--- config.mk ---
export PLATFORM = sky130hd
export DESIGN_NAME = devcfg_ctrl
export DESIGN_NICKNAME = d
export VERILOG_FILES = /design/src/rtl/devcfg_pkg.sv /design/src/rtl/devcfg_regs.sv /design/src/rtl/devcfg_phase.sv /design/src/rtl/devcfg_ser.sv /design/src/rtl/devcfg_ctrl.sv
export SDC_FILE = /design/constraint.sdc
export NUM_CORES = 1
export LEC_CHECK = 0
export ABC_AREA = 1
export ABC_CLOCK_PERIOD_IN_PS = 1250
export BUFFER_PORTS_ARGS = -buffer_cell sky130_fd_sc_hd__buf_2
export CAP_MARGIN = 10
export CORE_MARGIN = 10
export CORE_UTILIZATION = 40
export DETAILED_ROUTE_END_ITERATION = 16
export PLACE_DENSITY = 0.72
export SYNTH_ARGS = -nofsm -noshare
export SYNTH_HDL_FRONTEND = slang
export SYNTH_SLANG_ARGS = --single-unit
--- constraint.sdc ---
create_clock -name clk -period 1.25 [get_ports clk]
set_clock_uncertainty 0.1 [all_clocks]
set_input_delay 0.25 -clock clk [delete_from_list [all_inputs] [get_ports clk]]
set_output_delay 0.25 -clock clk [all_outputs]
set_load 0.05 [all_outputs]
--- src/rtl/devcfg_pkg.sv ---
package devcfg_pkg;
    localparam int REG_W  = 32;
    localparam int PH_W   = 3;
    localparam int RAT_W  = 2;
    localparam int CNT_W  = 3;

    typedef enum logic [PH_W-1:0] {
        PH_PWRUP   = 3'd0,
        PH_RESET   = 3'd1,
        PH_CONFIG  = 3'd2,
        PH_INIT    = 3'd3,
        PH_USER    = 3'd4,
        PH_UNKNOWN = 3'd5
    } phase_e;

    typedef struct packed {
        logic             wide;
        logic             xfer;
        logic [RAT_W-1:0] ratio;
        logic             pull;
        logic             nce;
        logic             en;
    } ctrl_t;

    function automatic ctrl_t word_to_ctrl(input logic [REG_W-1:0] w);
        ctrl_t c;
        c.en    = w[0];
        c.nce   = w[1];
        c.pull  = w[2];
        c.ratio = w[7:6];
        c.xfer  = w[8];
        c.wide  = w[9];
        return c;
    endfunction

    function automatic logic [REG_W-1:0] ctrl_to_word(input ctrl_t c);
        logic [REG_W-1:0] w;
        w      = '0;
        w[0]   = c.en;
        w[1]   = c.nce;
        w[2]   = c.pull;
        w[7:6] = c.ratio;
        w[8]   = c.xfer;
        w[9]   = c.wide;
        return w;
    endfunction

    function automatic logic [CNT_W:0] unit_len(input logic [RAT_W-1:0] r);
        return (CNT_W+1)'(1) << r;
    endfunction
endpackage

--- src/rtl/devcfg_regs.sv ---
module devcfg_regs
    import devcfg_pkg::*;
#(
    parameter int ADDR_W   = 4,
    parameter int MSEL_W   = 5,
    parameter int STAT_OFS = 0,
    parameter int CTRL_OFS = 4
) (
    input  logic              clk,
    input  logic              rst,
    input  logic              wr,
    input  logic              rd,
    input  logic [ADDR_W-1:0] addr,
    input  logic [REG_W-1:0]  wdata,
    output logic [REG_W-1:0]  rdata,
    input  logic [MSEL_W-1:0] msel,
    input  logic [PH_W-1:0]   phase,
    output ctrl_t             ctrl
);
    localparam logic [ADDR_W-1:0] A_STAT = ADDR_W'(STAT_OFS);
    localparam logic [ADDR_W-1:0] A_CTRL = ADDR_W'(CTRL_OFS);
    localparam int PAD_W = REG_W - MSEL_W - PH_W;

    logic [REG_W-1:0] rmux;

    always_comb begin
        rmux = '0;
        if (addr == A_STAT)      rmux = {{PAD_W{1'b0}}, msel, phase};
        else if (addr == A_CTRL) rmux = ctrl_to_word(ctrl);
    end

    always_ff @(posedge clk) begin
        if (rst) begin
            ctrl  <= '0;
            rdata <= '0;
        end else begin
            if (wr && addr == A_CTRL) ctrl <= word_to_ctrl(wdata);
            if (rd) rdata <= rmux;
        end
    end
endmodule

--- src/rtl/devcfg_phase.sv ---
module devcfg_phase
    import devcfg_pkg::*;
(
    input  logic            clk,
    input  logic            rst,
    input  logic            pulled,
    input  logic            pwr_good,
    input  logic            nstatus,
    input  logic            conf_done,
    input  logic            init_done,
    output phase_e          phase_q,
    output logic [PH_W-1:0] phase_rep
);
    always_ff @(posedge clk) begin
        if (rst || !pwr_good) begin
            phase_q <= PH_PWRUP;
        end else if (pulled) begin
            phase_q <= PH_RESET;
        end else begin
            unique case (phase_q)
                PH_RESET:  phase_q <= PH_CONFIG;
                PH_CONFIG: if (!nstatus)       phase_q <= PH_UNKNOWN;
                           else if (conf_done) phase_q <= PH_INIT;
                PH_INIT:   if (!nstatus)       phase_q <= PH_UNKNOWN;
                           else if (init_done) phase_q <= PH_USER;
                default:   phase_q <= phase_q;
            endcase
        end
    end

    assign phase_rep = pwr_good ? phase_q : PH_PWRUP;
endmodule

--- src/rtl/devcfg_ser.sv ---
module devcfg_ser
    import devcfg_pkg::*;
#(
    parameter int DATA_W = 32
) (
    input  logic              clk,
    input  logic              rst,
    input  logic              take,
    input  logic [DATA_W-1:0] word,
    input  logic              wide,
    input  logic [RAT_W-1:0]  ratio,
    output logic [DATA_W-1:0] dout,
    output logic              dvalid
);
    localparam int HALF = DATA_W / 2;

    logic              busy, half, wide_q;
    logic [RAT_W-1:0]  ratio_q;
    logic [CNT_W-1:0]  cnt;
    logic [DATA_W-1:0] word_q;
    logic              last_tick;

    assign last_tick = ({1'b0, cnt} == unit_len(ratio_q) - 1'b1);

    always_ff @(posedge clk) begin
        if (rst) begin
            busy    <= 1'b0;
            half    <= 1'b0;
            wide_q  <= 1'b0;
            ratio_q <= '0;
            cnt     <= '0;
            word_q  <= '0;
        end else if (!busy) begin
            if (take) begin
                busy    <= 1'b1;
                half    <= 1'b0;
                cnt     <= '0;
                word_q  <= word;
                wide_q  <= wide;
                ratio_q <= ratio;
            end
        end else if (last_tick) begin
            cnt <= '0;
            if (wide_q || half) busy <= 1'b0;
            else                half <= 1'b1;
        end else begin
            cnt <= cnt + 1'b1;
        end
    end

    always_comb begin
        dout = '0;
        if (busy) begin
            if (wide_q)    dout = word_q;
            else if (half) dout = {{HALF{1'b0}}, word_q[DATA_W-1:HALF]};
            else           dout = {{HALF{1'b0}}, word_q[HALF-1:0]};
        end
    end

    assign dvalid = busy;
endmodule

--- src/rtl/devcfg_ctrl.sv ---
module devcfg_ctrl
    import devcfg_pkg::*;
#(
    parameter int ADDR_W = 4,
    parameter int MSEL_W = 5,
    parameter int DATA_W = 32
) (
    input  logic              clk,
    input  logic              rst,
    input  logic              bus_wr,
    input  logic              bus_rd,
    input  logic [ADDR_W-1:0] bus_addr,
    input  logic [REG_W-1:0]  bus_wdata,
    output logic [REG_W-1:0]  bus_rdata,
    input  logic              dat_wr,
    input  logic [DATA_W-1:0] dat_word,
    input  logic [MSEL_W-1:0] dev_msel,
    input  logic              dev_pwr_good,
    input  logic              dev_nstatus,
    input  logic              dev_conf_done,
    input  logic              dev_init_done,
    output logic              dev_nconfig,
    output logic              dev_nce,
    output logic [DATA_W-1:0] dev_data,
    output logic              dev_dvalid
);
    ctrl_t           ctrl;
    phase_e          phase_q;
    logic [PH_W-1:0] phase_rep;
    logic            pulled;

    assign pulled      = ctrl.en & ctrl.pull;
    assign dev_nconfig = ~pulled;
    assign dev_nce     = ctrl.nce;

    devcfg_regs #(.ADDR_W(ADDR_W), .MSEL_W(MSEL_W)) u_regs (
        .clk(clk), .rst(rst), .wr(bus_wr), .rd(bus_rd), .addr(bus_addr),
        .wdata(bus_wdata), .rdata(bus_rdata), .msel(dev_msel),
        .phase(phase_rep), .ctrl(ctrl)
    );

    devcfg_phase u_phase (
        .clk(clk), .rst(rst), .pulled(pulled), .pwr_good(dev_pwr_good),
        .nstatus(dev_nstatus), .conf_done(dev_conf_done),
        .init_done(dev_init_done), .phase_q(phase_q), .phase_rep(phase_rep)
    );

    devcfg_ser #(.DATA_W(DATA_W)) u_ser (
        .clk(clk), .rst(rst), .take(dat_wr & ctrl.en & ctrl.xfer),
        .word(dat_word), .wide(ctrl.wide), .ratio(ctrl.ratio),
        .dout(dev_data), .dvalid(dev_dvalid)
    );
endmodule

==> results of run 1 <==
[path summary, 6_finish.rpt]
path,start,end,slack (ns),cells past startpoint
setup / recovery,u_ser.wide_q,dev_data[6],-0.57,6
hold / removal,dat_word[9],u_ser.word_q[9],0.03,3
setup reg to reg,u_ser.dvalid,u_ser.half,-0.43,6
hold reg to reg,u_regs.ctrl[4],u_ser.ratio_q[1],0.38,2
[cells in the mapped netlist (5+ instances only)]
cell and n:
sky130_fd_sc_hd__nand2_1 41, sky130_fd_sc_hd__o21ai_1 6, sky130_fd_sc_hd__buf_6 5, sky130_fd_sc_hd__nor3_1 12, sky130_fd_sc_hd__inv_1 32, sky130_fd_sc_hd__dfxtp_1 60, sky130_fd_sc_hd__nand3_1 18, sky130_fd_sc_hd__buf_2 6
sky130_fd_sc_hd__a21oi_1 43, sky130_fd_sc_hd__o21ai_0 58, sky130_fd_sc_hd__buf_4 24, sky130_fd_sc_hd__nor2_1 71, sky130_fd_sc_hd__clkbuf_1 7
[tightest hold or removal path, stage by stage]
cell and delay (ns):
sky130_fd_sc_hd__buf_2 0.07, sky130_fd_sc_hd__nor2_1 0.03, sky130_fd_sc_hd__nor2_1 0.08
[registers in the layout, summed over array words and instances (netlist names)]
| name | flops |
|---|---|
| u_ser.dvalid | 1 |
| u_ser.cnt | 3 |
| u_ser.wide_q | 1 |
| u_regs.ctrl | 7 |
| u_ser.ratio_q | 2 |
| u_ser.word_q | 32 |
| u_phase.phase_q | 3 |
| u_regs.rdata | 10 |
| u_ser.half | 1 |
[layout make-up]
cell class / instances / area [sq um] / area share (%)
Multi-Input combinational cell: 286 / 2110 / 40.0
Timing Repair Buffer: 152 / 1410 / 26.7
Sequential cell: 60 / 1220 / 23.0
Clock buffer: 13 / 190 / 3.60
Inverter: 35 / 171 / 3.24
Tap cell: 96 / 120 / 2.27
Clock inverter: 3 / 40.0 / 0.757
Timing Repair inverter: 2 / 22.5 / 0.426
[what timing repair did]
item	4_1_cts	5_1_grt
setup endpoints to repair	84	83
buffers inserted	14	2
cloned	10	0
pin swaps	28	30
gates resized for setup	229	62
[through the flow]
step | utilization [%] | cell area, sq um | total power [mW] | std cells
floorplan | - | 3380 | 2.32 | 425
global placement | 56.9 | 3930 | 2.40 | 609
detailed placement | 56.9 | 3930 | 2.41 | 609
CTS | 74.5 | 5140 | 4.38 | 649
global route | 76.6 | 5290 | 4.56 | 647
finish | 76.6 | 5290 | 4.44 | 647
[logic make-up after synthesis]
| logic type | after synthesis | synth area share [%] |
|---|---|---|
| and+or+nand+nor | 146 | 21.3 |
| AOI/OAI and AO/OA | 115 | 20.8 |
| DFF | 60 | 41.7 |
| xor gates and xnor gates | 2 | 0.608 |
| adders and majority gates | 1 | 0.434 |
| buffers and inverters | 79 | 15.1 |
| other | 1 | 0.130 |
[power by group]
group	internal [mW]	switching, mW
logic	0.142	0.356
clock network	1.20	0.805
registers	1.93	0.0126
total	3.27	1.17
[per-layer routing]
metal | vias to the layer above | global-route usage [%]
met5 | - | 0
met4 | 0 | 9.31
met3 | 30 | 5.90
met2 | 113 | 34.8
met1 | 1568 | 20.9
li1 | 1567 | -
==> impl_metrics.env, run 1 <==
export IMPL_status="complete, but fails checks"
export IMPL_failed_checks="setup timing"
export IMPL_hold_worst_slack_ns=0.0298
export IMPL_syn_cell_area_sq_um=2880
export IMPL_most_common_cell_after_layout_fill_and_taps_aside="sky130_fd_sc_hd__buf_2"
export IMPL_setup_repair_after_global_routing_missed_its_margin="yes"
export IMPL_final_worst_path_period_share_pct=146
export IMPL_cp_data_arrival_time_ns=1.47
export IMPL_routed_via_count=3278
export IMPL_dp_hpwl_mm=6.66
export IMPL_layout_common_cells="sky130_fd_sc_hd__buf_2, sky130_fd_sc_hd__dfxtp_1, sky130_fd_sc_hd__nor2_1, sky130_fd_sc_hd__buf_6, sky130_fd_sc_hd__o21ai_2"
export IMPL_clkSlewWorstSetupHoldPaths_ns=0.07
export IMPL_setup_worst_path_start_class="register"
export IMPL_synth_enable_flop_cells=0
export IMPL_post_synth_cell_area_avg_sq_um=7.14
export IMPL_route_detailed_vias_per_inst=5.07
export IMPL_core_area_sq_um=6910
export IMPL_io_buffer_count=101
export IMPL_ctsRootBufferMaster="sky130_fd_sc_hd__clkbuf_8"
export IMPL_synth_warnings=0
export IMPL_routed_wirelength_mm=11.8
export IMPL_met3_wirelength_um=716
export IMPL_min_path_type="in -> reg"
export IMPL_number_of_distinct_library_cells_after_synthesis=28
export IMPL_initial_core_util_pct=41.7
export IMPL_dr_max_layer_used="met4"
export IMPL_grt_start_max_net_pins=37
export IMPL_area_growth_pct=83.4
export IMPL_async_flop_share_pct=0
export IMPL_synthesis_instances=404
export IMPL_report_final_setup_viol=72
export IMPL_drt_iter0_markers=136
export IMPL_setup_tns_ns=-21.97
export IMPL_final_layout_size_suffix_gt1_share_pct=55.5
export IMPL_critPathSlowestCell="sky130_fd_sc_hd__dfxtp_4"
export IMPL_postLayoutSetupSlackWorst_ns=-0.574
export IMPL_antenna_cells_inserted=0
export IMPL_total_global_routing_overflow=0
export IMPL_cts_hold_buf=0
export IMPL_num_nets_final=629
export IMPL_drv_cap=0
export IMPL_postSynthRegisterBits=60
export IMPL_grt_pass1_vias=3553
export IMPL_cpLargestDelayFamily="buffers and inverters"
export IMPL_cts_htree_levels=3
export IMPL_path_class="reg -> out"
export IMPL_first_pass_grt_wire_length_mm=17.9
export IMPL_netlist_area_leader_share_pct=41.7
export IMPL_antenna_found_initial=0
export IMPL_place_worst_setup_slack_ns=-0.338
export IMPL_fillCellCount=439
export IMPL_routabilityCongestion=0.814
export IMPL_critPathMaxStageDelay_ns=0.37
export IMPL_synth_sequential_area_ratio_pct=41.7
export IMPL_timing_critical_path_buf_inv=3
export IMPL_post_synth_top_area_cell="sky130_fd_sc_hd__dfxtp_1"
export IMPL_core_rowCount=30
export IMPL_synth_top_cells_by_area="sky130_fd_sc_hd__dfxtp_1, sky130_fd_sc_hd__o21ai_0, sky130_fd_sc_hd__nor2_1"
export IMPL_timing_critical_path_fanout_max=5
export IMPL_synth_flop_cell="sky130_fd_sc_hd__dfxtp_1"
export IMPL_critical_path_required_ns=0.90
export IMPL_final_max_slew_violation_count=0
export IMPL_drt_wirelength_per_cell_um=18.2
export IMPL_hold_viol_final=0
export IMPL_insertion_delay_ns=0.34
export IMPL_wl_met1_mm=4.46
export IMPL_drt_first_pass_iters=4
export IMPL_final_antenna_net_count=0
export IMPL_cts_sinks=60
export IMPL_power_per_cell_area_nw_per_um2=840
export IMPL_grt_usage_pct=19.7
export IMPL_vdd_ir_drop_max_uv=620
export IMPL_cts_buffers_inserted=9
export IMPL_die_width_um=105
export IMPL_fmax_mhz=548
export IMPL_cts_max_path_buffers=2
export IMPL_path_common_cell="sky130_fd_sc_hd__buf_4"
export IMPL_crit_path_time_final_ns=1.82
export IMPL_chipHeight_um=105
export IMPL_worstPathCellList="inv_6 > nand2_8 > buf_4 > o21ai_2 > nor2_4 > buf_4"
export IMPL_leak_pwr_nw=2.38
export IMPL_route_detailed_drc=0
export IMPL_met2_length_mm=6.25
export IMPL_tritoncts="built"
export IMPL_io_pins=149
export IMPL_worst_setup_path_end_kind="output pin"
export IMPL_design_die_area_sq_um=11000
Power figures use the tool's default switching activity.
==> inputs of run 2 (changes only) <==
--- a/config.mk
+++ b/config.mk
@@ -6,13 +6,13 @@
 export NUM_CORES = 1
 export LEC_CHECK = 0
 export ABC_AREA = 1
-export ABC_CLOCK_PERIOD_IN_PS = 1250
+export ABC_CLOCK_PERIOD_IN_PS = 1750
 export BUFFER_PORTS_ARGS = -buffer_cell sky130_fd_sc_hd__buf_2
 export CAP_MARGIN = 10
 export CORE_MARGIN = 10
 export CORE_UTILIZATION = 40
 export DETAILED_ROUTE_END_ITERATION = 16
-export PLACE_DENSITY = 0.72
+export PLACE_DENSITY = 0.69
 export SYNTH_ARGS = -nofsm -noshare
 export SYNTH_HDL_FRONTEND = slang
 export SYNTH_SLANG_ARGS = --single-unit
==> constraint.sdc (replaced) <==
create_clock -name clk -period 1.75 [get_ports clk]
set_clock_uncertainty 0.1 [all_clocks]
set_input_delay 0.35 -clock clk [delete_from_list [all_inputs] [get_ports clk]]
set_output_delay 0.35 -clock clk [all_outputs]
set_load 0.05 [all_outputs]
==> impl_metrics.env, run 2 (synthesis gave the netlist of run 1 again) <==
export IMPL_routabilityCongestion=0.794
export IMPL_tritoncts="built"
export IMPL_largest_register_ff_count=32
export IMPL_chipHeight_um=105
export IMPL_final_worst_path_period_share_pct=105
export IMPL_die_width_um=105
export IMPL_critPathMaxStageDelay_ns=0.36
export IMPL_grt_start_max_net_pins=49
export IMPL_crit_path_time_final_ns=1.83
export IMPL_core_area_sq_um=6910
export IMPL_area_growth_pct=52.8
export IMPL_hold_worst_slack_ns=0.131
export IMPL_status="complete, but fails checks"
export IMPL_drt_wirelength_per_cell_um=15.0
export IMPL_route_detailed_drc=0
export IMPL_design_die_area_sq_um=11000
export IMPL_routed_via_count=2988
export IMPL_vdd_ir_drop_max_uv=543
export IMPL_clkSlewWorstSetupHoldPaths_ns=0.07
export IMPL_dp_hpwl_mm=6.42
export IMPL_route_detailed_vias_per_inst=4.89
export IMPL_routed_wirelength_mm=9.18
export IMPL_io_pins=149
export IMPL_final_max_slew_violation_count=0
export IMPL_path_class="reg -> out"
export IMPL_timing_critical_path_fanout_max=8
export IMPL_grt_pass1_vias=2937
export IMPL_core_rowCount=30
export IMPL_drv_cap=0
export IMPL_ctsRootBufferMaster="sky130_fd_sc_hd__clkbuf_8"
export IMPL_report_final_setup_viol=22
export IMPL_postLayoutSetupSlackWorst_ns=-0.0792
export IMPL_cp_data_arrival_time_ns=1.38
export IMPL_power_per_cell_area_nw_per_um2=695
export IMPL_critPathSlowestCell="sky130_fd_sc_hd__dfxtp_2"
export IMPL_hold_viol_final=0
export IMPL_setup_worst_path_start_class="register"
export IMPL_antenna_cells_inserted=0
export IMPL_failed_checks="setup timing"
export IMPL_antenna_found_initial=0
export IMPL_worst_setup_path_end_kind="output pin"
export IMPL_biggestRegsByFlops="u_ser.word_q: 32 flops, u_regs.rdata: 10 flops, u_regs.ctrl: 7 flops"
export IMPL_final_layout_size_suffix_gt1_share_pct=37.5
export IMPL_min_path_type="in -> reg"
export IMPL_drt_first_pass_iters=4
export IMPL_initial_core_util_pct=41.7
export IMPL_drt_iter0_markers=135
export IMPL_most_common_cell_after_layout_fill_and_taps_aside="sky130_fd_sc_hd__buf_2"
export IMPL_grt_usage_pct=15.8
export IMPL_num_nets_final=593
export IMPL_layout_common_cells="sky130_fd_sc_hd__buf_2, sky130_fd_sc_hd__dfxtp_1, sky130_fd_sc_hd__nor2_1, sky130_fd_sc_hd__o21ai_0, sky130_fd_sc_hd__nand2_1"
export IMPL_cts_sinks=60
export IMPL_fmax_mhz=547
export IMPL_cts_buffers_inserted=9
export IMPL_leak_pwr_nw=2.05
export IMPL_cts_htree_levels=3
export IMPL_critical_path_required_ns=1.30
export IMPL_total_global_routing_overflow=0
export IMPL_insertion_delay_ns=0.34
export IMPL_io_buffer_count=101
export IMPL_final_core_utilization_pct=63.8
export IMPL_largest_register="u_ser.word_q"
export IMPL_final_antenna_net_count=0
export IMPL_cts_max_path_buffers=2
export IMPL_setup_repair_after_global_routing_missed_its_margin="yes"
export IMPL_first_pass_grt_wire_length_mm=14.5
export IMPL_worstPathCellList="inv_4 > nand2_8 > inv_8 > buf_12 > a21oi_4 > buf_6"
-- run 2: cell types whose count changed in the layout (fill, tap and decap cells not counted), moves of 10 or more --
cell	previous run	this run
sky130_fd_sc_hd__nor2_4	20	10
sky130_fd_sc_hd__buf_4	31	7
sky130_fd_sc_hd__buf_2	56	68
sky130_fd_sc_hd__nor2_1	45	56
sky130_fd_sc_hd__o21ai_2	34	5
sky130_fd_sc_hd__o21ai_0	13	43
sky130_fd_sc_hd__a21oi_1	20	32
sky130_fd_sc_hd__buf_6	40	23
-- run 2: where the power goes --
| group | total, mW | leakage [nW] | switching (mW) | internal, mW |
|---|---|---|---|---|
| sequential | 1.38 | 0.487 | 0.00673 | 1.38 |
| combinational | 0.300 | 1.45 | 0.225 | 0.0756 |
| clock | 1.38 | 0.113 | 0.542 | 0.834 |
-- run 2: per-layer routing --
layer  up-vias  part of all wire (%)  global-route usage, %
met5         -                     0                      0
met3        15                   5.6                   4.12
met1      1382                    42                   18.3
met2        95                    51                   26.8
met4         0                   2.2                   6.96
li1       1496                     -                      -
-- run 2: repair_timing --
action                                  in CTS  in global routing
gates cloned                                 1                  1
endpoints found under the setup margin      32                 31
resized for setup                          114                 26
buffers inserted                             2                  3
pin swaps                                   13                  2
hold buffers                                 0                  0
-- run 2: final timing paths --
kind | startpoint | endpoint | slack, ns | depth (start not counted)
max | u_ser.wide_q | dev_data[0] | -0.08 | 6
max reg2reg | u_ser.dvalid | u_ser.word_q[25] | 0.20 | 6
min | dat_word[9] | u_ser.word_q[9] | 0.13 | 3
min reg2reg | u_regs.ctrl[3] | u_regs.ctrl[3] | 0.38 | 2
-- run 2: through the flow --
step                cell area, sq um  setup TNS, ns  std cells  setup slack [ns]  total power [mW]
finish                          4400         -0.975        611           -0.0792              3.06
global route                    4400          -2.52        611            -0.130              3.16
CTS                             4260         -0.745        607           -0.0553              3.07
detailed placement              3670              0        588            0.0538              1.71
global placement                3670              0        588            0.0588              1.71
floorplan                       3290         -0.116        425           -0.0156              1.66
-- run 2: worst max-delay path: cells and delay by family, from the launching register on --
family                 cells  cell delay (ns)
AOI/OAI and AO/OA          1             0.15
buffers and inverters      4             0.44
DFF                        1             0.36
and+or+nand+nor            1             0.10
-- run 2: cell type report --
cell class                 count  area (sq um)
inverter                      35           149
multi-input combinational    286          1740
fill                         594          2500
timing repair inverter         1          8.76
clock inverter                 5          75.1
tap                           96           120
timing repair buffer         117           960
clock buffer                  11           141
sequential                    60          1210
==> inputs of run 3 (changes only) <==
--- a/config.mk
+++ b/config.mk
@@ -13,6 +13,7 @@
 export CORE_UTILIZATION = 40
 export DETAILED_ROUTE_END_ITERATION = 16
 export PLACE_DENSITY = 0.69
+export RECOVER_POWER = 100
 export SYNTH_ARGS = -nofsm -noshare
 export SYNTH_HDL_FRONTEND = slang
 export SYNTH_SLANG_ARGS = --single-unit
==> impl_metrics.env, run 3 (synthesis gave the netlist of run 1 again) <==
export IMPL_r2r_worst_path_cells=6
export IMPL_leak_pwr_nw=2.01
export IMPL_cts_htree_levels=3
export IMPL_worstHoldEndpoint="u_ser.word_q[9]"
export IMPL_drt_wirelength_per_cell_um=15.0
export IMPL_io_pins=149
export IMPL_die_width_um=105
export IMPL_setup_worst_path_start_class="register"
export IMPL_grt_usage_pct=15.8
export IMPL_first_pass_grt_wire_length_mm=14.5
export IMPL_core_rowCount=30
export IMPL_rr_endpoint="u_ser.word_q[15]"
export IMPL_critical_path_required_ns=1.30
export IMPL_grt_pass1_vias=2937
export IMPL_timing_critical_path_buf_inv=4
export IMPL_dp_hpwl_mm=6.42
export IMPL_cpLargestDelayFamily="buffers and inverters"
export IMPL_post_route_cell_area_sq_um=4370
export IMPL_worstPathCellList="inv_4 > nand2_8 > inv_8 > buf_12 > a21oi_4 > buf_6"
export IMPL_final_max_slew_violation_count=0
export IMPL_route_detailed_drc=0
export IMPL_cts_buffers_inserted=9
export IMPL_final_worst_path_period_share_pct=104
export IMPL_io_buffer_count=101
export IMPL_area_growth_pct=51.6
export IMPL_drv_cap=0
export IMPL_worst_slew_pin_slew_ns=0.857
export IMPL_crit_path_time_final_ns=1.83
export IMPL_power_total_mw=3.06
export IMPL_routed_via_count=2972
export IMPL_tritoncts="built"
export IMPL_core_area_sq_um=6910
export IMPL_fmax_mhz=547
export IMPL_cts_max_path_buffers=2
export IMPL_postLayoutSetupSlackWorst_ns=-0.0780
export IMPL_power_per_cell_area_nw_per_um2=699
export IMPL_vdd_ir_drop_max_uv=547
export IMPL_initial_core_util_pct=41.7
export IMPL_power_report_internal_total_mw=2.28
export IMPL_path_class="reg -> out"
export IMPL_critPathSlowestCell="sky130_fd_sc_hd__dfxtp_2"
export IMPL_cts_sinks=60
export IMPL_final_layout_size_suffix_gt1_share_pct=35.9
export IMPL_clkSlewWorstSetupHoldPaths_ns=0.07
export IMPL_route_detailed_vias_per_inst=4.86
export IMPL_worst_setup_path_end_kind="output pin"
export IMPL_design_die_area_sq_um=11000
export IMPL_chipHeight_um=105
export IMPL_pwr_share_seq_pct=45.3
export IMPL_largest_register="u_ser.word_q"
export IMPL_netSwitchingPower_mw=0.775
export IMPL_biggestRegsByFlops="u_ser.word_q: 32 flops, u_regs.rdata: 10 flops, u_regs.ctrl: 7 flops"
export IMPL_worstHoldPathCells=3
export IMPL_dpl_cell_area_sq_um=3670
export IMPL_status="complete, but fails checks"
export IMPL_critPathMaxStageDelay_ns=0.36
export IMPL_cp_data_arrival_time_ns=1.38
export IMPL_failed_checks="setup timing"
export IMPL_switching_share_pct=25.3
export IMPL_insertion_delay_ns=0.34
export IMPL_setup_repair_after_global_routing_missed_its_margin="yes"
export IMPL_total_global_routing_overflow=0
export IMPL_timing_critical_path_fanout_max=8
export IMPL_min_from="dat_word[9]"
export IMPL_min_path_type="in -> reg"
export IMPL_ctsRootBufferMaster="sky130_fd_sc_hd__clkbuf_8"
export IMPL_grt_start_max_net_pins=49
export IMPL_hold_viol_final=0
export IMPL_layout_common_cells="sky130_fd_sc_hd__nor2_1, sky130_fd_sc_hd__dfxtp_1, sky130_fd_sc_hd__buf_2, sky130_fd_sc_hd__o21ai_0, sky130_fd_sc_hd__nand2_1"
export IMPL_final_antenna_net_count=0
export IMPL_num_nets_final=593
export IMPL_regToRegSetupSlack_ns=0.05
export IMPL_critical_path_reg2reg_startpoint="u_ser.dvalid"
export IMPL_antenna_found_initial=0
export IMPL_routed_wirelength_mm=9.17
export IMPL_antenna_cells_inserted=0
export IMPL_share_comb_of_total_power_pct=9.6
export IMPL_routabilityCongestion=0.794
export IMPL_clock_power_share_pct=45.1
export IMPL_report_final_setup_viol=22
export IMPL_largest_register_ff_count=32
export IMPL_drt_iter0_markers=128
export IMPL_drt_first_pass_iters=4
export IMPL_slew_limit_headroom_pct=42.9
==> run 3: layout make-up <==
cell class              instances  area [sq um]
inverters                      35           149
clock inverters                 5          75.1
repair buffers                117           928
multi-input cells             286          1740
well taps                      96           120
fillers                       597          2540
flip-flops and latches         60          1210
clock buffers                  11           141
repair inverters                1          8.76
==> run 3: repair_timing <==
action                                  4_1_cts  5_1_grt
hold buffers                                  0        0
pin swaps                                    13        2
resized for setup                           114       26
cloned                                        1        1
endpoints found under the setup margin       32       31
setup buffers                                 2        3
==> run 3: per-layer routing <==
metal | routed length (um) | up-vias | global-route usage, %
li1 | - | 1490 | -
met1 | 3830 | 1365 | 18.3
met2 | 4590 | 99 | 26.8
met3 | 505 | 18 | 4.12
met4 | 247 | 0 | 6.96
met5 | 0 | - | 0
==> run 3: how the worst max path moves through the flow <==
stage | start | end | slack [ns] | cells after the start
after global placement | u_ser.wide_q | dev_data[12] | 0.06 | 6
final | u_ser.wide_q | dev_data[0] | -0.08 | 6
after CTS | u_ser.wide_q | dev_data[13] | -0.06 | 6
after floorplan | u_ser.dvalid | dev_data[16] | -0.02 | 4
after global routing | u_ser.wide_q | dev_data[12] | -0.13 | 6
after detailed placement | u_ser.wide_q | dev_data[0] | 0.05 | 6
==> run 3: tightest hold or removal path, stage by stage <==
cell and delay, ns:
sky130_fd_sc_hd__buf_2 0.08, sky130_fd_sc_hd__nor2_1 0.03, sky130_fd_sc_hd__nor2_1 0.08
==> run 3: metrics by stage <==
stage          util [%]  setup TNS, ns  setup slack [ns]  cells  hold slack (ns)
5_1_grt            63.3          -3.53            -0.130    611            0.137
3_5_place_dp       53.1              0            0.0538    588            0.366
2_1_floorplan         -         -0.116           -0.0156    425            0.344
6_report           63.3         -0.991           -0.0780    611            0.129
3_3_place_gp       53.1              0            0.0588    588            0.361
4_1_cts            61.6         -0.745           -0.0553    607            0.120
==> run 3: power groups by stage <==
stage / Sequential (mW) / Clock, mW / Combinational [mW]
2_1_floorplan: 1.46 / 0 / 0.199
3_3_place_gp: 1.41 / 0 / 0.294
3_5_place_dp: 1.42 / 0 / 0.297
4_1_cts: 1.38 / 1.39 / 0.298
5_1_grt: 1.39 / 1.45 / 0.315
6_report: 1.38 / 1.38 / 0.294
